## config.mk

```make
export PLATFORM = sky130hd
export DESIGN_NAME = rx_chan_dispatch
export DESIGN_NICKNAME = d
export VERILOG_FILES = /design/src/rtl/rx_chan_dispatch.sv
export SDC_FILE = /design/constraint.sdc
export NUM_CORES = 1
export LEC_CHECK = 0
export ABC_AREA = 0
export BUFFER_PORTS_ARGS = -buffer_cell sky130_fd_sc_hd__buf_2
export CAP_MARGIN = 20
export CORE_UTILIZATION = 30
export CTS_CLUSTER_SIZE = 10
export DETAILED_ROUTE_END_ITERATION = 10
export PLACE_DENSITY = 0.61
export SLEW_MARGIN = 0
export SYNTH_ARGS = -nofsm -noshare
export SYNTH_HDL_FRONTEND = slang
export SYNTH_SLANG_ARGS = --single-unit
```

## constraint.sdc

```tcl
create_clock -name clk -period 2.1 [get_ports clk]
set_input_delay 0.21 -clock clk [delete_from_list [all_inputs] [get_ports clk]]
set_output_delay 0.21 -clock clk [all_outputs]
set_load 0.02 [all_outputs]
```

## src/rtl/rx_chan_dispatch.sv

```systemverilog
module rx_chan_dispatch #(
  parameter int VCI_W  = 16,
  parameter int CHAN_W = 10,
  parameter int WORD_W = 32
) (
  input  logic                  clk,
  input  logic                  rst_n,
  input  logic                  hdr_valid,
  output logic                  hdr_ready,
  input  logic [VCI_W-1:0]      hdr_vci,
  input  logic [2:0]            hdr_pti,
  output logic [CHAN_W+2:0]     mem_addr,
  output logic                  mem_we,
  output logic [WORD_W-1:0]     mem_wdata,
  input  logic [WORD_W-1:0]     mem_rdata,
  output logic                  out_valid,
  output logic [CHAN_W-1:0]     out_chan,
  output logic                  out_sop,
  output logic [WORD_W-1:0]     out_state,
  output logic                  out_err
);
  localparam int TOP = WORD_W - 1;

  typedef enum logic [2:0] {S_IDLE, S_RD0, S_CK0, S_CK3, S_WR, S_DONE} st_t;
  st_t st;

  logic [CHAN_W-1:0] chan_q;
  logic              pti0_q, sop_q;
  logic [WORD_W-1:0] word_q;

  wire is_oam   = hdr_pti[2:1] == 2'b10;
  wire bad_vci  = !is_oam && (|hdr_vci[VCI_W-1:CHAN_W]);
  wire ch0      = chan_q == '0;
  wire starts   = ch0 || !mem_rdata[TOP];
  wire [WORD_W-1:0] new_word = {~pti0_q & ~ch0, word_q[TOP-1:0]};

  assign hdr_ready = st == S_IDLE;
  assign out_valid = st == S_DONE;
  assign mem_we    = st == S_WR;
  assign mem_wdata = new_word;
  assign mem_addr  = {chan_q, (st == S_CK0 && starts) ? 3'd3 : 3'd0};

  always_ff @(posedge clk) begin
    if (!rst_n) begin
      st        <= S_IDLE;
      chan_q    <= '0;
      pti0_q    <= 1'b0;
      sop_q     <= 1'b0;
      word_q    <= '0;
      out_chan  <= '0;
      out_sop   <= 1'b0;
      out_state <= '0;
      out_err   <= 1'b0;
    end else begin
      case (st)
        S_IDLE: if (hdr_valid) begin
          chan_q <= is_oam ? '0 : hdr_vci[CHAN_W-1:0];
          pti0_q <= hdr_pti[0];
          if (bad_vci) begin
            out_err   <= 1'b1;
            out_chan  <= '0;
            out_sop   <= 1'b0;
            out_state <= '0;
            st        <= S_DONE;
          end else begin
            out_err <= 1'b0;
            st      <= S_RD0;
          end
        end
        S_RD0: st <= S_CK0;
        S_CK0: begin
          word_q <= mem_rdata;
          sop_q  <= starts;
          st     <= starts ? S_CK3 : S_WR;
        end
        S_CK3: begin
          word_q <= mem_rdata;
          st     <= S_WR;
        end
        S_WR: begin
          out_state <= new_word;
          out_chan  <= chan_q;
          out_sop   <= sop_q;
          st        <= S_DONE;
        end
        default: st <= S_IDLE;
      endcase
    end
  end


  busy_after_take_chk: assert property (@(posedge clk) disable iff (!rst_n)
    hdr_valid && hdr_ready |=> !hdr_ready);

  ready_after_done_chk: assert property (@(posedge clk) disable iff (!rst_n)
    out_valid |=> hdr_ready && !out_valid);

  drop_flag_chk: assert property (@(posedge clk) disable iff (!rst_n)
    hdr_valid && hdr_ready && hdr_pti[2:1] != 2'b10 && (|hdr_vci[VCI_W-1:CHAN_W])
    |=> out_valid && out_err);

  write_word0_chk: assert property (@(posedge clk) disable iff (!rst_n)
    mem_we |-> mem_addr[2:0] == 3'd0);

  single_write_chk: assert property (@(posedge clk) disable iff (!rst_n)
    mem_we |=> !mem_we && out_valid && out_state == $past(mem_wdata));

  chan0_clear_chk: assert property (@(posedge clk) disable iff (!rst_n)
    out_valid && !out_err && out_chan == '0 |-> out_sop && !out_state[TOP]);
endmodule

```

# ---- Yosys cells after proc, flatten, opt, wreduce, memory -nomap -nowiden
# Cells that the tools add are included.
dict set report op_classes {
  n_reduce_logical 12
  n_bitwise 3
  mux 16
  n_eq_ne 8
}
# op count
set ops {}
lappend ops {{32-bit 2-to-1 mux} 2}
lappend ops {{32-bit case mux with 2 select lines} 1}
lappend ops {{10-bit 2-to-1 mux} 3}
lappend ops {{10-bit case mux with 2 select lines} 1}
lappend ops {{3-bit case mux with 5 select lines} 1}
lappend ops {{10-bit logical NOT} 1}
lappend ops {{3-bit 2-to-1 mux} 3}
lappend ops {{3-bit by 2-bit == test with 1-bit output (second input constant)} 2}
lappend ops {{3-bit == test (second input constant)} 2}
lappend ops {{6-bit OR reduction} 1}
lappend ops {{3-bit by 1-bit == test with 1-bit output (second input constant)} 1}
lappend ops {{3-bit logical NOT} 1}
lappend ops {{1-bit 2-to-1 mux} 3}
lappend ops {{3-bit AND reduction} 1}
lappend ops {{2-bit == test (second input constant)} 1}
lappend ops {{1-bit logical AND} 2}
lappend ops {{1-bit logical NOT} 2}
lappend ops {{2-bit 2-to-1 mux} 1}
lappend ops {{2-bit by 1-bit != test with 1-bit output (second input constant)} 1}
lappend ops {{2-bit != test (second input constant)} 1}
lappend ops {{1-bit inverter} 2}
lappend ops {{1-bit case mux with 2 select lines} 1}
lappend ops {{2-bit AND reduction} 1}
lappend ops {{2-bit nonzero test} 1}
lappend ops {{other kinds (3)} 3}
dict set report totals {
  regBits 90
  inputBits 54
  output_inout_bits 92
}

# ---- Depth between registers and ports, before layout
# Gate-level depths: netlist of the first run.
dict set report depth {
  ltp_word 6
  mapped_depth 5
  ltp_nobuf 4
}

# ---- Least setup slack after synthesis of the first run
# OpenSTA, ideal clock, no wires.
dict set report synth_timing {
  path_type {register to output}
  startpoint {register chan_q[3]}
  endpoint {output mem_addr[1]}
  arrival_time_ns 1.760
  required_ns 1.890
  stages_incl_launch_ff 6
  slack_ns 0.130
  cell_sequence {dfxtp_1 > or4_4 > o41ai_4 > nand2_1 > inv_1 > buf_4}
}
dict set report synth_between {
  elab_chain_cells 4
}
# element line
set synth_lines {}
lappend synth_lines {{start: declaration} 27} ;# logic [CHAN_W-1:0] chan_q;
lappend synth_lines {{start signal: assignment} 57} ;# chan_q <= is_oam ? '0 : hdr_vci[CHAN_W-1:0];
lappend synth_lines {{10-bit logical NOT} 33} ;# wire ch0 = chan_q == '0;
lappend synth_lines {{1-bit logical OR} 34} ;# wire starts = ch0 || !mem_rdata[TOP];
lappend synth_lines {{1-bit logical AND} 41} ;# assign mem_addr = {chan_q, (st == S_CK0 && starts) ? 3'd3 : 3'd0};
lappend synth_lines {{2-bit 2-to-1 mux} 41}
lappend synth_lines {{end: declaration} 12} ;# output logic [CHAN_W+2:0] mem_addr,
# Every way passes these cells.

# ---- Worst setup path in the final report of the first run
dict set report layout_timing {
  startpoint {register chan_q[2]}
  endpoint {output mem_addr[1]}
}
# The elaborated chain is that of the path after synthesis.

==> results.ini, run 1 <==
[status]
status=complete, but fails checks
violations=negative setup slack

[yosys]
number_of_warnings_issued_by_yosys=0
ys_ff_latch=90
ys_async_sr_fraction_pct=0
synth-main-ff-cell=sky130_fd_sc_hd__dfxtp_1
synthesis.area_mm2=0.003221
synth_top_area_cell=sky130_fd_sc_hd__dfxtp_1
yosysUniqueCellTypes=28
synth_most_common_cell=sky130_fd_sc_hd__dfxtp_1
synthTopCellsByArea=sky130_fd_sc_hd__dfxtp_1, sky130_fd_sc_hd__a22o_1, sky130_fd_sc_hd__nand2_1
synth-edff-count=0
synth_sequential_area_ratio_pct=55.94
synth.cells.most_frequent=sky130_fd_sc_hd__dfxtp_1, sky130_fd_sc_hd__nand2_1, sky130_fd_sc_hd__a22o_1
synthDominantCellAreaShare_pct=55.94
synthesis.instances=324
synth_fp_nets=378
post_synth.cell_area_avg_um2=9.940

[global_routing]
first_global_vias=2677
gr-max-usage-layer=met2
grt_max_degree=44
global_route.usage.met1_pct=18.95
initial_antenna_violation_count=0
track_usage_pct=15.23
groute.layer.met3.usage_pct=3.525
grt_first_pass_wirelength_um=13450
met2_usage_pct=25.61
grt_overflow_total=0

[worst_setup_path]
timing.reg2reg.setup_slack_ns=0.26
worst-setup-path-type=flop to output port
critical_path.startpoint_type=flop
worst_setup_path_endpoint=mem_addr[1]
startpoint=chan_q[2]
worst-endpoint-required_ns=1.89
critical_path.reg2reg.startpoint=st[2]
worstPathMaxFanout=3
timing.rr.end=out_state[29]
timing.critical_path.arrival_ns=1.89
r2r.worst_path.cells=3
timing.critical_path.to_type=output port

[die]
core-area_mm2=0.01037
die_area_mm2=0.01115
chipHeight_um=105.6
die_width_um=105.6
std_cell_rows=37
top_level_ports=146
floorplan.initialDensity_pct=31.06

[sta]
rsz0062_at_grt=true
finalCriticalPeriod_ns=2.103
final-hold-violation-count=0
fin_hold_ws_ns=0.08257
setup_violations=2
slew_headroom_pct=43.63
fin_skew_ns=0.01112
slew_violations=0
timing.fmax_mhz=475.6
layout_worst_path_cycle_share_pct=100.1
setup_ws_ns=-0.002697
timing.setup.tns_ns=-0.005213
worst-slew-pin-transition_ns=0.8455

[place]
placement.setup.worst_slack_ns=0.2239
place_congestion=0.7381
place_hpwl_um=5568
port-buffer-count=144

[power_and_ir_drop]
power_frac_comb_pct=18.8
worst_vdd_ir_uv=332.3
power.leakage_nw=1.998
p_per_area_mw_per_mm2=857.6
switching_share_pct=31.82
p_int_mw=2.527
sequential_share_of_power_pct=50.4
p_sw_mw=1.179
clkPwrFrac_pct=30.8

[layout]
area_growth_pct=34.19
post_route_cells_drive_above_1_share_pct=40.64
fin_nets=519
count_of_inserted_antenna_diode_cells=0
fillers=1033

[detailed_routing]
detail_route.iter0.violations=81
wl_per_cell_um=13.51
first_pass_iters=6
ant_nets=0
drt-vias-per-instance=4.644
totalWireLength_um=8190
drc=0
via_count=2814

[clock_tree]
cts_tree=built
cts-root-buf=sky130_fd_sc_hd__clkbuf_8
cts_max_level=3
cts_buffer_depth=2
clock_sinks=90
total_cts_buffers=9
clk_pin_slew_worst_paths_ns=0.10
clk-insertion-delay-late_ns=0.35
count_of_hold_fix_buffers_inserted_at_cts=0

[worst_hold_path]
hold_path.startpoint=mem_rdata[0]
min-delay-path-class=input pin to flop

[run]
number_of_max_capacitance_violations_reported=0

## critical path, cell delays in order, from the launching register on
cell and delay (ns):
sky130_fd_sc_hd__dfxtp_2 0.34, sky130_fd_sc_hd__or4_4 0.55, sky130_fd_sc_hd__o41ai_4 0.33, sky130_fd_sc_hd__nand2_2 0.11, sky130_fd_sc_hd__inv_2 0.10, sky130_fd_sc_hd__buf_6 0.12
## layout by cell type (no fill, tap or decap), types with 2 or more instances in the layout
| master | n |
|---|---|
| sky130_fd_sc_hd__buf_2 | 142 |
| sky130_fd_sc_hd__dfxtp_1 | 86 |
| sky130_fd_sc_hd__nand2_1 | 78 |
| sky130_fd_sc_hd__a22o_1 | 42 |
| sky130_fd_sc_hd__a21boi_0 | 26 |
| sky130_fd_sc_hd__a21boi_1 | 19 |
| sky130_fd_sc_hd__buf_4 | 12 |
| sky130_fd_sc_hd__nand3_1 | 11 |
| sky130_fd_sc_hd__clkbuf_8 | 9 |
| sky130_fd_sc_hd__nor2_1 | 5 |
| sky130_fd_sc_hd__dfxtp_2 | 4 |
| sky130_fd_sc_hd__nand2b_1 | 3 |
| sky130_fd_sc_hd__inv_8 | 3 |
| sky130_fd_sc_hd__or2_2 | 2 |
| sky130_fd_sc_hd__or4_4 | 2 |
| sky130_fd_sc_hd__nor3_1 | 2 |
| sky130_fd_sc_hd__nor3b_2 | 2 |
| sky130_fd_sc_hd__o21ai_0 | 2 |
| sky130_fd_sc_hd__clkinv_4 | 2 |
| sky130_fd_sc_hd__buf_6 | 2 |
## cell type report
class	count	area, µm²	share of cell area, %
inverter	1	3.754	0.08686
tap	136	170.2	3.937
timing repair buffer	157	843.3	19.51
clock buffer	9	123.9	2.866
clock inverter	7	67.56	1.563
multi-input combinational	206	1306	30.23
sequential	90	1807	41.81
## per-stage QoR
stage,instances,power (mW),area [µm²],util (%)
after floorplan,324,2.335,3221,-
after global placement,585,2.571,4069,39.24
after detailed placement,585,2.585,4069,39.24
after CTS,605,3.752,4312,41.58
after global routing,606,3.908,4322,41.67
final,606,3.706,4322,41.67
## worst min-delay path by stage
stage / cells past startpoint / slack, ns / to
floorplan: 2 / 0.34 / word_q[0]
global placement: 1 / 0.45 / out_state[24]
detailed placement: 1 / 0.45 / out_state[26]
CTS: 3 / 0.06 / word_q[0]
global route: 3 / 0.07 / word_q[18]
finish: 3 / 0.08 / word_q[0]
## what timing repair did
action / in CTS / in global routing
buffers inserted: 4 / 1
gates resized for setup: 10 / 1
pin swaps: 3 / 0
setup endpoints to repair: 2 / 2
## power groups by stage
stage	Sequential (mW)	Clock (mW)	Combinational, mW
floorplan	1.98	0	0.351
global placement	1.90	0	0.667
detailed placement	1.91	0	0.678
CTS	1.87	1.18	0.708
global route	1.88	1.26	0.769
finish	1.87	1.14	0.698
## flip-flops by register name (all words and copies together) (netlist names)
| register | flops |
|---|---|
| sop_q | 1 |
| pti0_q | 1 |
| out_err | 1 |
| out_sop | 1 |
| word_q | 31 |
| out_state | 32 |
| chan_q | 10 |
| out_chan | 10 |
| st | 3 |
## cell families (layout without fill, tap and decap cells)
logic type	after synthesis	after routing	synth area share [%]
other	1	1	0.1164
multiplexers	1	1	0.4273
AND/OR/NAND/NOR	110	110	14.92
flip-flops	90	90	55.94
buffers and inverters	28	174	4.157
AO/OA/AOI/OAI	94	94	24.44
## layer usage
layer / vias up / wire [µm]
met5: - / 0
met4: 0 / 114
met3: 12 / 434
met2: 91 / 3776
met1: 1307 / 3863
li1: 1404 / -
No activity file was read; power rests on OpenSTA's default activity.
==> run 2: changes to the inputs <==
--- a/config.mk
+++ b/config.mk
@@ -7,8 +7,9 @@
 export LEC_CHECK = 0
 export ABC_AREA = 0
 export BUFFER_PORTS_ARGS = -buffer_cell sky130_fd_sc_hd__buf_2
-export CAP_MARGIN = 20
+export CORE_ASPECT_RATIO = 1.75
 export CORE_UTILIZATION = 30
+export CTS_BUF_LIST = sky130_fd_sc_hd__clkbuf_4 sky130_fd_sc_hd__clkbuf_8 sky130_fd_sc_hd__clkbuf_16
 export CTS_CLUSTER_SIZE = 10
 export DETAILED_ROUTE_END_ITERATION = 10
 export PLACE_DENSITY = 0.61
==> run 2 against run 1 <==
The flow now finishes without violations. Non-clock buffer count unchanged. Register-to-register slack gained 0.15 ns. Core utilization grew 0.97 points. Sequential power barely moved. Count of clock-buffer cells in the layout increased by 2. Sequential share of layout area down 0.91 points. Final cell count shrank 1.5%. Setup slack improved by 0.021 ns. Critical path type unchanged. Largest cell class unchanged. Largest power group unchanged.
==> results.ini, run 2 (synthesis gave the netlist of run 1 again) <==
[status]
status=completed

[layout]
mostFrequentLayoutCell=sky130_fd_sc_hd__buf_2
finalNonFillerCells=597  ; -1.5%
top_flop_regs=out_state x32, word_q x31
area_growth_pct=37.18
fin_nets=519  ; unchanged
post_route_cells_drive_above_1_share_pct=40.64  ; unchanged
count_of_inserted_antenna_diode_cells=0  ; unchanged
final_util_pct=42.64  ; +0.97 points
most-common-layout-cells=sky130_fd_sc_hd__buf_2, sky130_fd_sc_hd__dfxtp_1, sky130_fd_sc_hd__nand2_1
largest_reg_flops=32  ; unchanged
largest_register=out_state
sequential_cell_area_mm2=0.001807  ; unchanged
multi_input_comb_area_mm2=0.001309  ; +0.19%
fillers=1039  ; +0.58%

[clock_tree]
cts_buffer_depth=2  ; unchanged
total_cts_buffers=9  ; unchanged
cts-root-buf=sky130_fd_sc_hd__clkbuf_16
cts_tree=built
cts_max_level=3  ; unchanged
count_of_hold_fix_buffers_inserted_at_cts=0  ; unchanged
clk-insertion-delay-late_ns=0.33  ; -0.02 ns
clk_pin_slew_worst_paths_ns=0.07  ; -0.03 ns
clock_sinks=90  ; unchanged

[detailed_routing]
totalWireLength_um=9017  ; +10%
ant_nets=0  ; unchanged
first_pass_iters=4  ; -2
drt-vias-per-instance=4.869  ; +4.9%
wl_per_cell_um=15.10  ; +12%
detail_route.iter0.violations=58  ; -28%
via_count=2907  ; +3.3%
drc=0  ; unchanged

[sta]
setup_ws_ns=0.01877  ; +0.02147 ns
slew_violations=0  ; unchanged
timing.fmax_mhz=480.5  ; +1.0%
finalCriticalPeriod_ns=2.081  ; -0.02147 ns
layout_worst_path_cycle_share_pct=99.11  ; -1.0 points
fin_skew_ns=0.009202  ; -0.001917 ns
rsz0062_at_grt=true
final-hold-violation-count=0  ; unchanged
setup_violations=0  ; -2

[worst_setup_path]
critical_path.startpoint_type=flop
timing.critical_path.to_type=output port
r2r.worst_path.cells=5  ; +2
worst-setup-path-type=flop to output port
timing.critical_path.arrival_ns=1.87  ; -0.02 ns
worst-endpoint-required_ns=1.89  ; about the same
worstPathMaxFanout=4  ; +1

[global_routing]
initial_antenna_violation_count=0  ; unchanged
track_usage_pct=16.34  ; +1.1 points
grt_first_pass_wirelength_um=13980  ; +3.9%
first_global_vias=2861  ; +6.9%
grt_max_degree=44  ; unchanged
grt_overflow_total=0  ; unchanged

[place]
placement.setup.worst_slack_ns=0.2130  ; -0.01092 ns
place.detailed.instances=574  ; -1.9%
port-buffer-count=144  ; unchanged
place_congestion=0.7595  ; +2.9%
place_hpwl_um=6184  ; +11%

[die]
die_area_mm2=0.01117  ; +0.15%
core-area_mm2=0.01036  ; about the same
floorplan.initialDensity_pct=31.08  ; about the same
die_width_um=80.32  ; -24%
std_cell_rows=49  ; +32%
chipHeight_um=139.1  ; +32%
top_level_ports=146  ; unchanged

[power_and_ir_drop]
p_per_area_mw_per_mm2=928.6  ; +8.3%
power.leakage_nw=2.042  ; +2.2%
total_power_mw=4.103  ; +11%
worst_vdd_ir_uv=432.0  ; +30%

[worst_hold_path]
min_path_cells=3  ; unchanged
min-delay-path-class=input pin to flop

[run]
number_of_max_capacitance_violations_reported=0  ; unchanged

==> run 2: cell type report <==
class                   count  share of cell area [%]
clock buffers              11                   5.579
clock inverters             5                  0.8496
inverters                   1                 0.08496
multi-input cells         206                   29.62
flip-flops and latches     90                   40.89
well taps                 127                   3.597
repair buffers            157                   19.37
==> run 2: where the power goes <==
group / internal (mW) / leakage, nW / switching [mW]
Sequential: 1.79 / 0.730 / 0.0768
Clock: 0.852 / 0.136 / 0.663
Combinational: 0.276 / 1.18 / 0.440
Total: 2.92 / 2.04 / 1.18
==> run 2: path summary, 6_finish.rpt <==
check	startpoint	to	slack [ns]
setup / recovery	chan_q[4]	mem_addr[0]	0.02
hold / removal	mem_rdata[0]	word_q[0]	0.11
setup reg to reg	chan_q[4]	st[2]	0.41
hold reg to reg	out_err	out_err	0.46
==> run 2: routing by layer <==
metal / track usage (%) / vias to the layer above / part of all wire [%]
li1: - / 1399 / -
met1: 16.21 / 1382 / 38
met2: 30.09 / 102 / 53
met3: 3.553 / 24 / 4.5
met4: 9.398 / 0 / 3.8
met5: 0 / - / 0
==> run 2: critical path, stage by stage, from the launching register on <==
cell,delay [ns]
sky130_fd_sc_hd__dfxtp_2,0.33
sky130_fd_sc_hd__or4_4,0.55
sky130_fd_sc_hd__o41ai_4,0.33
sky130_fd_sc_hd__nand2_1,0.13
sky130_fd_sc_hd__inv_2,0.09
sky130_fd_sc_hd__buf_6,0.11
==> run 2: through the flow <==
step / setup TNS [ns] / hold WS, ns / area [µm²]
2_1_floorplan: 0 / 0.3449 / 3221
3_3_place_gp: 0 / 0.4472 / 4055
3_5_place_dp: 0 / 0.4488 / 4055
4_1_cts: -0.01939 / 0.09909 / 4388
5_1_grt: -0.1215 / 0.1027 / 4418
6_report: 0 / 0.1107 / 4418
==> run 2: repair_timing <==
item,in CTS,in global routing
resized for setup,8,3
endpoints found under the setup margin,2,2
pin swaps,3,3
setup buffers,4,3
==> run 3: changes to the inputs <==
--- a/config.mk
+++ b/config.mk
@@ -8,11 +8,11 @@
 export ABC_AREA = 0
 export BUFFER_PORTS_ARGS = -buffer_cell sky130_fd_sc_hd__buf_2
 export CORE_ASPECT_RATIO = 1.75
-export CORE_UTILIZATION = 30
+export CORE_UTILIZATION = 42
 export CTS_BUF_LIST = sky130_fd_sc_hd__clkbuf_4 sky130_fd_sc_hd__clkbuf_8 sky130_fd_sc_hd__clkbuf_16
 export CTS_CLUSTER_SIZE = 10
 export DETAILED_ROUTE_END_ITERATION = 10
-export PLACE_DENSITY = 0.61
+export PLACE_DENSITY = 0.82
 export SLEW_MARGIN = 0
 export SYNTH_ARGS = -nofsm -noshare
 export SYNTH_HDL_FRONTEND = slang
==> constraint.sdc (replaced) <==
create_clock -name clk -period 1.7 [get_ports clk]
set_input_delay 0.17 -clock clk [delete_from_list [all_inputs] [get_ports clk]]
set_output_delay 0.17 -clock clk [all_outputs]
set_load 0.02 [all_outputs]
==> run 3 against run 2 <==
The run now ends with negative setup slack left. First-iteration DRC count grew to 2.6 times the previous value. Non-clock buffer count is 8 higher. Clock skew is 0.0032 ns lower. Critical path depth stayed put. Critical endpoint unchanged. Largest power group unchanged.
==> results.ini, run 3 (synthesis gave the netlist of run 1 again) <==
[status]
status=complete, but fails checks
violations=negative setup slack

[clock_tree]
clock_sinks=90  ; unchanged
cts-root-buf=sky130_fd_sc_hd__clkbuf_16
clk-insertion-delay-late_ns=0.33  ; about the same
cts_max_level=3  ; unchanged
cts_tree=built
clk_pin_slew_worst_paths_ns=0.06  ; about the same
cts_buffer_depth=2  ; unchanged
total_cts_buffers=9  ; unchanged

[detailed_routing]
detail_route.iter0.violations=150  ; +160%
drc=0  ; unchanged
ant_nets=0  ; unchanged
drt-vias-per-instance=5.147  ; +5.7%
first_pass_iters=4  ; unchanged
via_count=2898  ; -0.31%
wl_per_cell_um=15.07  ; -0.24%
totalWireLength_um=8483  ; -5.9%

[place]
place_hpwl_um=6035  ; -2.4%
place_congestion=0.8247  ; +8.6%
port-buffer-count=144  ; unchanged
placed_cell_area_mm2=0.004099  ; +1.1%

[layout]
fin_nets=527  ; +1.5%
largest_register=out_state
top_flop_regs=out_state x32, word_q x31
stdcell_area_mm2=0.004419  ; about the same
mostFrequentLayoutCell=sky130_fd_sc_hd__buf_2
area_growth_pct=37.22  ; about the same
final_util_pct=60.24  ; +18 points
largest_reg_flops=32  ; unchanged
count_of_inserted_antenna_diode_cells=0  ; unchanged
post_route_cells_drive_above_1_share_pct=41.30  ; +0.66 points
most-common-layout-cells=sky130_fd_sc_hd__buf_2, sky130_fd_sc_hd__dfxtp_1, sky130_fd_sc_hd__nand2_1

[worst_setup_path]
worst-setup-path-type=flop to output port
critPathMaxStageDelay_ns=0.55  ; about the same
worst-endpoint-required_ns=1.53  ; -0.36 ns
worstPathMaxFanout=2  ; -2
r2r.worst_path.cells=5  ; unchanged
number_of_buffers_and_inverters_on_the_critical_path=2  ; unchanged
critical_path.startpoint_type=flop
timing.critical_path.to_type=output port
timing.critical_path.arrival_ns=1.86  ; about the same
crit_path_cell_trace=or4_4, o41ai_4, nand2_1, inv_2, buf_6
critical_path_cell_count=5  ; unchanged
slowest_stage=sky130_fd_sc_hd__or4_4
cpLargestDelayFamily=simple AND/OR/NAND/NOR gates

[sta]
final-hold-violation-count=0  ; unchanged
timing.fmax_mhz=492.6
fin_skew_ns=0.006014  ; -0.003188 ns
finalCriticalPeriod_ns=2.030
rsz0062_at_grt=true
setup_ws_ns=-0.3300  ; -0.3487 ns
layout_worst_path_cycle_share_pct=119.4
setup_violations=3  ; +3
slew_violations=0  ; unchanged

[global_routing]
first_global_vias=2849  ; -0.42%
track_usage_pct=22.27  ; +5.9 points
grt_max_degree=33  ; -25%
grt_overflow_total=0  ; unchanged
initial_antenna_violation_count=0  ; unchanged
grt_first_pass_wirelength_um=13500  ; -3.5%

[power_and_ir_drop]
power.leakage_nw=2.086  ; +2.2%
p_per_area_mw_per_mm2=1144  ; +23%
worst_vdd_ir_uv=584.7  ; +35%

[die]
die_width_um=68.20  ; -15%
core-area_mm2=0.007336  ; -29%
top_level_ports=146  ; unchanged
floorplan.initialDensity_pct=43.90  ; +13 points
chipHeight_um=117.8  ; -15%
die_area_mm2=0.008036  ; -28%
std_cell_rows=41  ; -16%

[run]
number_of_max_capacitance_violations_reported=0  ; unchanged

[worst_hold_path]
min-delay-path-class=input pin to flop
min_path_cells=3  ; unchanged

run 3: changes by cell type in the layout (fill, tap and decap cells not counted), sizes merged:
cell | before | now
inv | 2 | 1
clkbuf | 11 | 13
buf | 157 | 165
clkinvlp | 2 | 0
run 3: metal layers:
layer / vias up / part of all wire, % / track usage [%]
li1: 1414 / - / -
met1: 1359 / 38 / 23.84
met2: 101 / 54 / 38.85
met3: 24 / 4.4 / 4.457
met4: 0 / 3.3 / 11.59
met5: - / 0 / 0
run 3: layout make-up:
| class | instances | area, µm² |
|---|---|---|
| Clock inverter | 2 | 13.76 |
| Multi-Input combinational cell | 206 | 1308 |
| Inverter | 1 | 3.754 |
| Fill cell | 638 | 2917 |
| Tap cell | 86 | 107.6 |
| Clock buffer | 13 | 261.5 |
| Timing Repair Buffer | 165 | 918.4 |
| Sequential cell | 90 | 1807 |
run 3: repair_timing:
action | CTS | global route
pin swaps | 3 | 3
hold buffers | 0 | 0
resized for setup | 6 | 2
endpoints found under the setup margin | 3 | 7
setup buffers | 2 | 1
run 3: per-stage QoR:
| step | total power [mW] | std cells | setup WS (ns) | hold WS, ns | setup TNS [ns] |
|---|---|---|---|---|---|
| after CTS | 5.075 | 562 | -0.3548 | 0.07335 | -0.8498 |
| after global placement | 3.219 | 545 | 0.01590 | 0.4080 | 0 |
| final | 5.055 | 563 | -0.3300 | 0.08157 | -0.8519 |
| after floorplan | 2.893 | 324 | -0.1216 | 0.3049 | -0.1216 |
| after global routing | 5.267 | 563 | -0.3983 | 0.08340 | -1.112 |
| after detailed placement | 3.249 | 545 | -0.003675 | 0.4204 | -0.006559 |
run 3: path summary, 6_finish.rpt:
path | startpoint | endpoint | slack, ns
setup / recovery | chan_q[9] | mem_addr[0] | -0.33
hold / removal | mem_rdata[7] | word_q[7] | 0.08
setup reg to reg | chan_q[9] | st[2] | 0.04
hold reg to reg | out_chan[7] | out_chan[7] | 0.46
run 3: worst register-to-register path, cell delays in order (launching register included):
cell and delay (ns):
sky130_fd_sc_hd__dfxtp_2 0.32, sky130_fd_sc_hd__or4_4 0.55, sky130_fd_sc_hd__o41ai_4 0.32, sky130_fd_sc_hd__buf_4 0.17, sky130_fd_sc_hd__nor2_1 0.03, sky130_fd_sc_hd__o21a_1 0.16
run 3: report_power, final:
part,switching (mW),internal (mW),total [mW]
sequential,0.0873,2.22,2.31
combinational,0.554,0.374,0.927
clock,0.752,1.07,1.82
total,1.39,3.66,5.06
